### src/rtl/wdt_pkg.sv
package wdt_pkg;
  localparam logic [7:0] KEY_ARM  = 8'h55;
  localparam logic [7:0] KEY_FIRE = 8'hAA;
  typedef logic [1:0] rate_t;
endpackage

### src/rtl/wdt_key_seq.sv
module wdt_key_seq
  import wdt_pkg::*;
#(
  parameter int unsigned ADDR_W   = 6,
  parameter int unsigned SVC_ADDR = 6'h3a
) (
  input  logic              clk_i,
  input  logic              rst_ni,
  input  logic              wr_en_i,
  input  logic [ADDR_W-1:0] wr_addr_i,
  input  logic [7:0]        wr_data_i,
  output logic              svc_o
);
  logic armed_q;
  logic hit;

  assign hit   = wr_en_i && (wr_addr_i == ADDR_W'(SVC_ADDR));
  assign svc_o = hit && armed_q && (wr_data_i == KEY_FIRE);

  // any write to the service address re-decides the armed state
  always_ff @(posedge clk_i or negedge rst_ni) begin
    if (!rst_ni)  armed_q <= 1'b0;
    else if (hit) armed_q <= (wr_data_i == KEY_ARM);
  end
endmodule

### src/rtl/wdt_cfg_latch.sv
module wdt_cfg_latch
  import wdt_pkg::*;
#(
  parameter int unsigned WIN_CYCLES = 64
) (
  input  logic  clk_i,
  input  logic  rst_ni,
  input  logic  cfg_disable_i,
  input  rate_t rate_sel_i,
  output logic  loaded_o,
  output logic  en_o,
  output logic  win_done_o,
  output rate_t rate_o
);
  localparam int unsigned WW = $clog2(WIN_CYCLES + 1);

  logic [WW-1:0] win_q;
  logic          loaded_q, en_q;
  rate_t         rate_q;

  assign win_done_o = (win_q == WW'(WIN_CYCLES));

  always_ff @(posedge clk_i or negedge rst_ni) begin
    if (!rst_ni) begin
      loaded_q <= 1'b0;
      en_q     <= 1'b0;
    end else if (!loaded_q) begin
      loaded_q <= 1'b1;
      en_q     <= !cfg_disable_i;
    end
  end

  always_ff @(posedge clk_i or negedge rst_ni) begin
    if (!rst_ni) begin
      win_q  <= '0;
      rate_q <= '0;
    end else if (!win_done_o) begin
      win_q  <= win_q + WW'(1);
      rate_q <= rate_sel_i;
    end
  end

  assign loaded_o = loaded_q;
  assign en_o     = en_q;
  assign rate_o   = rate_q;
endmodule

### src/rtl/wdt_counter.sv
module wdt_counter
  import wdt_pkg::*;
#(
  parameter int unsigned BASE_LOG2 = 15,
  localparam int unsigned CW = BASE_LOG2 + 7
) (
  input  logic          clk_i,
  input  logic          rst_ni,
  input  logic          en_i,
  input  logic          svc_i,
  input  rate_t         rate_i,
  output logic [CW-1:0] cnt_o,
  output logic          req_o
);
  logic [CW-1:0] cnt_q, lim_m1;
  logic          req_q;

  always_comb lim_m1 = (CW'(1) << (BASE_LOG2 + 2 * int'(rate_i))) - CW'(1);

  always_ff @(posedge clk_i or negedge rst_ni) begin
    if (!rst_ni) begin
      cnt_q <= '0;
      req_q <= 1'b0;
    end else if (en_i && !req_q) begin
      if (svc_i)                cnt_q <= '0;
      else if (cnt_q >= lim_m1) req_q <= 1'b1;
      else                      cnt_q <= cnt_q + CW'(1);
    end
  end

  assign cnt_o = cnt_q;
  assign req_o = req_q;
endmodule

### src/rtl/wdt_keyed.sv
module wdt_keyed
  import wdt_pkg::*;
#(
  parameter int unsigned ADDR_W     = 6,
  parameter int unsigned SVC_ADDR   = 6'h3a,
  parameter int unsigned BASE_LOG2  = 15,
  parameter int unsigned WIN_CYCLES = 64
) (
  input  logic              clk_i,
  input  logic              rst_ni,
  input  logic              wr_en_i,
  input  logic [ADDR_W-1:0] wr_addr_i,
  input  logic [7:0]        wr_data_i,
  input  logic              cfg_disable_i,
  input  logic [1:0]        rate_sel_i,
  output logic              rst_req_o
);
  localparam int unsigned CW = BASE_LOG2 + 7;

  logic          svc, loaded, en, win_done;
  rate_t         rate;
  logic [CW-1:0] cnt;

  wdt_key_seq #(.ADDR_W(ADDR_W), .SVC_ADDR(SVC_ADDR)) u_key (
    .clk_i, .rst_ni, .wr_en_i, .wr_addr_i, .wr_data_i, .svc_o(svc)
  );

  wdt_cfg_latch #(.WIN_CYCLES(WIN_CYCLES)) u_cfg (
    .clk_i, .rst_ni, .cfg_disable_i, .rate_sel_i,
    .loaded_o(loaded), .en_o(en), .win_done_o(win_done), .rate_o(rate)
  );

  wdt_counter #(.BASE_LOG2(BASE_LOG2)) u_cnt (
    .clk_i, .rst_ni, .en_i(en), .svc_i(svc), .rate_i(rate),
    .cnt_o(cnt), .req_o(rst_req_o)
  );
endmodule

### config.mk
export PLATFORM = sky130hd
export DESIGN_NAME = wdt_keyed
export DESIGN_NICKNAME = d
export VERILOG_FILES = /design/src/rtl/wdt_pkg.sv /design/src/rtl/wdt_key_seq.sv /design/src/rtl/wdt_cfg_latch.sv /design/src/rtl/wdt_counter.sv /design/src/rtl/wdt_keyed.sv
export SDC_FILE = /design/constraint.sdc
export NUM_CORES = 1
export LEC_CHECK = 0
export ABC_AREA = 1
export BUFFER_PORTS_ARGS = -buffer_cell sky130_fd_sc_hd__buf_2
export CAP_MARGIN = 20
export CORE_ASPECT_RATIO = 2
export CORE_UTILIZATION = 55
export DETAILED_ROUTE_END_ITERATION = 7
export PLACE_DENSITY = 0.74
export SETUP_SLACK_MARGIN = 0.1
export SLEW_MARGIN = 20
export SYNTH_ARGS = -nofsm -noshare
export SYNTH_HDL_FRONTEND = slang
export SYNTH_SLANG_ARGS = --single-unit
### constraint.sdc
create_clock -name clk_i -period 2.2 [get_ports clk_i]
set_clock_uncertainty 0.1 [all_clocks]
set_input_delay 0.33 -clock clk_i [delete_from_list [all_inputs] [get_ports clk_i]]
set_output_delay 0.33 -clock clk_i [all_outputs]
set_load 0.05 [all_outputs]
Yosys cells after proc, flatten, opt, wreduce, memory -nomap -nowiden. Index checks and enable logic that the tools add are counted.

Mux-type cells: 2. Magnitude comparators: 1. Reduce and logical (&&, ||, !) cells: 8. $add $sub $neg: 4. Equal/unequal tests: 5. Bitwise gates (word level): 1. Shifts and indexed selects: 1.

Operators by type and width (number): $mux W22 (2); $shl A1 B32 Y22 const A (1); $add A22 B1 Y22 const B (1); $ge A22 B22 Y1 (1); $sub A22 B2 Y22 const B (1); $eq A8 B7 Y1 const B (1); $eq A8 B8 Y1 const B (1); $add A7 B1 Y7 const B (1); $eq A7 B7 Y1 const B (1); $eq A6 B6 Y1 const B (1); $add A4 B3 Y5 const A (1); $logic_and A1 B1 Y1 (4); $reduce_and A3 Y1 (1); $logic_not A1 Y1 (2); $ne A2 B2 Y1 const B (1); $reduce_and A2 Y1 (1); $not A1 Y1 (1).

Input bits: 20. Register bits: 35. Logic and storage cells: 29.

Depth between registers and ports, before layout.
Depth in word-level cells: 6. Gate-level depth with buffers: 13. Mapped depth without buffers: 12.

Modules after synthesis. From an unflattened synthesis, not the netlist that was laid out.

Cell total of the unflattened synthesis: 428. Area total of the unflattened synthesis: 2811.4 sq um.

By module, submodules not included: wdt_counter (sequential area each 575.6 sq um, instances 1, area each 2110.8 sq um, cells an instance 333); wdt_cfg_latch (sequential area each 275.3 sq um, instances 1, area each 538.0 sq um, cells an instance 58); wdt_key_seq (sequential area each 25.0 sq um, instances 1, area each 162.7 sq um, cells an instance 37).

Worst setup path after synthesis. OpenSTA, ideal clock, no wires.

Path kind: register to register. Start: register u_cnt.cnt_q[17] (netlist: u_cnt.cnt_o[17]). End: register u_cnt.cnt_q[0] (netlist: u_cnt.cnt_o[0]). Setup slack: 0.393 ns. Path buffers: 1. Arrival: 1.589 ns. Cell stages (with the launch flop): 13. Path through: dfrtp_1 ha_1 nand2_1 nor2_1 nand2_1 nor2_1 nand2_1 nand2_1 o21ai_1 nand2_2 buf_6 nand2_1 nand2_1.

Longest elaborated chain between the ends: 3.

RTL lines: start: declaration (line wdt_counter.sv:15) `logic [CW-1:0] cnt_q, lim_m1;`; start signal: assignment (line wdt_counter.sv:27) `else cnt_q <= cnt_q + CW'(1);`; $ge A22 B22 Y1 (line wdt_counter.sv:26) `else if (cnt_q >= lim_m1) req_q <= 1'b1;`; $ne A2 B2 Y1 (no source line); $reduce_and A2 Y1 (no source line).

Every way passes these cells. A chain may end at the register's enable or synchronous reset.

Final worst setup path.
Start: register u_cfg.rate_q[1] (netlist: u_cfg.rate_o[1]). End: register u_cnt.cnt_q[0] (netlist: u_cnt.cnt_o[0]).

Longest elaborated chain between the ends: 6.

RTL lines: start: declaration (line wdt_cfg_latch.sv:19) `rate_t rate_q;`; start signal: assignment (line wdt_cfg_latch.sv:39) `rate_q <= rate_sel_i;`; $add A4 B3 Y5 (line wdt_counter.sv:18) `always_comb lim_m1 = (CW'(1) << (BASE_LOG2 + 2 * int'(rate_i))) - CW'(1);`; $shl A1 B32 Y22 (line wdt_counter.sv:18); $sub A22 B2 Y22 (line wdt_counter.sv:18); $ge A22 B22 Y1 (line wdt_counter.sv:26); $ne A2 B2 Y1 (no source line); $reduce_and A2 Y1 (no source line).

Every way passes these cells.

==> impl_metrics.ini <==
[run_status]
outcome = finished, final reports clean

[power_and_ir_drop]
peakVddDrop_mv = 0.615
total_power_mw = 1.20
powerDensity_mw_per_mm2 = 404
p_leak_nw = 1.60

[floorplan]
core_area_sq_mm = 0.00438
ios = 21
start_util_pct = 57.5
die_h_um = 97.7
row_count = 34
die_x_um = 49.9
design.die.area_sq_mm = 0.00487

[synthesis]
ys_types = 25
synth_top_area_share_pct = 34.8
avgSynthCellArea_sq_um = 7.04
ys_ff_latch = 35
yosysWarnings = 0
yosysSeqAreaShare_pct = 34.8
synth_area_leaders = dfrtp_1 35%, nand2_1 18%, ha_1 9.4%
syn_area_sq_mm = 0.00252
synthCells = 358
yosysTopAreaCell = dfrtp_1

[grt]
grt_overflow_total = 0
grt_pass1_wl_mm = 10.2
grt_max_degree = 36
antenna_found_initial = 0
grt_pass1_vias = 2437
grt_use_total_pct = 27.5

[finish]
fin_nets = 438
final_util_pct = 67.9
nFillCells = 400
area_growth_pct = 18.1
diodes = 0
final_area_sq_mm = 0.00298
drive_above_1_share_pct = 16.8

[sta]
timing.final.crit_share_pct = 93.2
fmax_ghz = 0.488
drv_slew = 0
worst_pin_slew_ps = 802
grt_setup_unrepaired = true
hold_viol = 0
finalWorstSetupSlack_ps = 150
tns_ps = 0
setup_violations = 0
max-slew-margin-rel_pct = 46.5
period_minus_slack_ps = 2050

[place]
port_buffers = 20
dp_hpwl_mm = 4.47
place_ws_ps = 183
gp_congestion = 0.965
placed_area_sq_mm = 0.00274

[clocking]
worstSkewPairLatency_ps = 290
cts_hold_buf = 0
cts_buffers = 5
cts_sinks = 35
cts_tree = yes
ctsRootBufferMaster = clkbuf_8
cts_max_level = 2
clkTransAtPathRegs_ps = 80
cts.path.max_buffers = 2

[setup_path]
arrival_ps = 2130
path_max_fanout = 11
cp.required_ps = 2280
cp-end-kind = register
start_kind = register
crit_type = register to register

[routing]
vias = 2428
drc = 0
drt-vias-per-instance = 5.35
totalWireLength_mm = 6.30
drt-initial-drc-count = 63
firstDrtPassIters = 4
ant_nets = 0
post_drt_wl_per_cell_um = 13.9

[min_path]
min_path_type = input pin to asynchronous set/reset pin

[job]
drv_cap = 0
-- cell usage after synthesis --
library cell and n:
o21bai_1 1, nand3b_1 1, buf_6 2, conb_1 2, o21ai_0 4, nor4_2 1, ha_1 19, a21oi_1 3
mux2_2 1, nand3_1 17, nand2_1 123, inv_1 41, or2_2 1, nand2_2 1, nand4_1 28, nor2_1 45
xnor2_1 7, dfrtp_1 35, nor3_1 2, clkbuf_1 4, o21ai_1 1, o21a_1 2, xor2_1 14, nor2_2 1
buf_2 2
-- area by class of cell --
| class | instances | area [sq um] | share of cell area, % |
|---|---|---|---|
| clock buffer | 5 | 68.8 | 2.31 |
| clock inverter | 3 | 20.0 | 0.673 |
| inverter | 41 | 154 | 5.17 |
| multi-input combinational | 282 | 1540 | 51.7 |
| sequential | 35 | 880 | 29.6 |
| tap | 54 | 67.6 | 2.27 |
| timing repair buffer | 34 | 246 | 8.28 |
-- critical path, stage by stage (launching register included) --
cell and delay [ps]:
dfrtp_2 450, nor2_2 120, ha_1 260, nand2_2 90, nor2_1 40, nand2_1 80
nor2_1 40, nand2_1 70, nand2_2 90, o21ai_2 190, nand2_4 120, buf_12 170
nand2_1 70, nand2_1 50
-- metrics by stage --
step	hold slack [ps]	cells
2_1_floorplan	-65.6	366
3_3_place_gp	337	440
3_5_place_dp	340	440
4_1_cts	45.6	448
5_1_grt	89.3	454
6_report	22.3	454
-- registers in the layout, summed over array words and instances, names as in the netlist --
name	flops
u_cfg.rate_o	2
u_cnt.cnt_o	22
u_cfg.loaded_o	1
u_key.armed_q	1
u_cfg.en_o	1
u_cnt.req_o	1
u_cfg.win_q	7
-- cells by family after synthesis --
kind of cell | Yosys count | synth area share (%)
multiplexers | 1 | 0.447
adder cells (fa/ha/maj) | 19 | 9.43
XOR/XNOR | 21 | 7.30
flip-flops | 35 | 34.8
other | 2 | 0.298
AND/OR/NAND/NOR | 220 | 37.3
AO/OA/AOI/OAI | 11 | 2.48
buffers and inverters | 49 | 7.99
-- metal layers --
layer  global-route usage (%)  up-vias  part of all wire [%]
li1                         -     1204                     -
met1                     26.0     1143                    35
met2                     52.6       52                    57
met3                     3.91       29                   3.0
met4                     16.0        0                   4.8
met5                        0        -                     0
-- path summary, 6_finish.rpt --
check	start	end	slack, ps	cells after the start
max	u_cfg.rate_o[1]	u_cnt.cnt_o[0]	150	13
min	rst_ni	u_cnt.cnt_o[5]	20	1
min in group clk_i	cfg_disable_i	u_cfg.en_o	120	2
max in group asynchronous	rst_ni	u_cfg.rate_o[0]	1420	1
min reg2reg	u_cfg.loaded_o	u_cfg.en_o	350	1
max reg2reg	u_cfg.rate_o[1]	u_cnt.cnt_o[0]	150	13
-- power breakdown --
group	total (mW)	switching, mW	internal, mW
logic	0.0683	0.0400	0.0282
registers	0.657	0.00621	0.651
clock network	0.476	0.256	0.220
-- what timing repair did --
| item | CTS | global route |
|---|---|---|
| resized for setup | 0 | 26 |
| endpoints found under the setup margin | 0 | 22 |
| setup buffers | 0 | 3 |
-- layout by cell type (no fill, tap or decap), types with 2 or more instances in the layout --
| cell type | instances |
|---|---|
| nand2_1 | 114 |
| ha_1 | 18 |
| nor3_1 | 2 |
| clkbuf_8 | 5 |
| conb_1 | 10 |
| nor2_1 | 41 |
| inv_1 | 41 |
| clkinvlp_4 | 2 |
| o21a_1 | 2 |
| nor2_2 | 4 |
| dfrtp_1 | 32 |
| xor2_1 | 14 |
| xnor2_1 | 7 |
| buf_6 | 3 |
| nand4_1 | 28 |
| dfrtp_2 | 3 |
| buf_4 | 9 |
| buf_2 | 20 |
| nand2_2 | 9 |
| o21ai_0 | 4 |
| a21oi_1 | 2 |
| nand3_1 | 16 |
(Power assumes the default switching activity.)
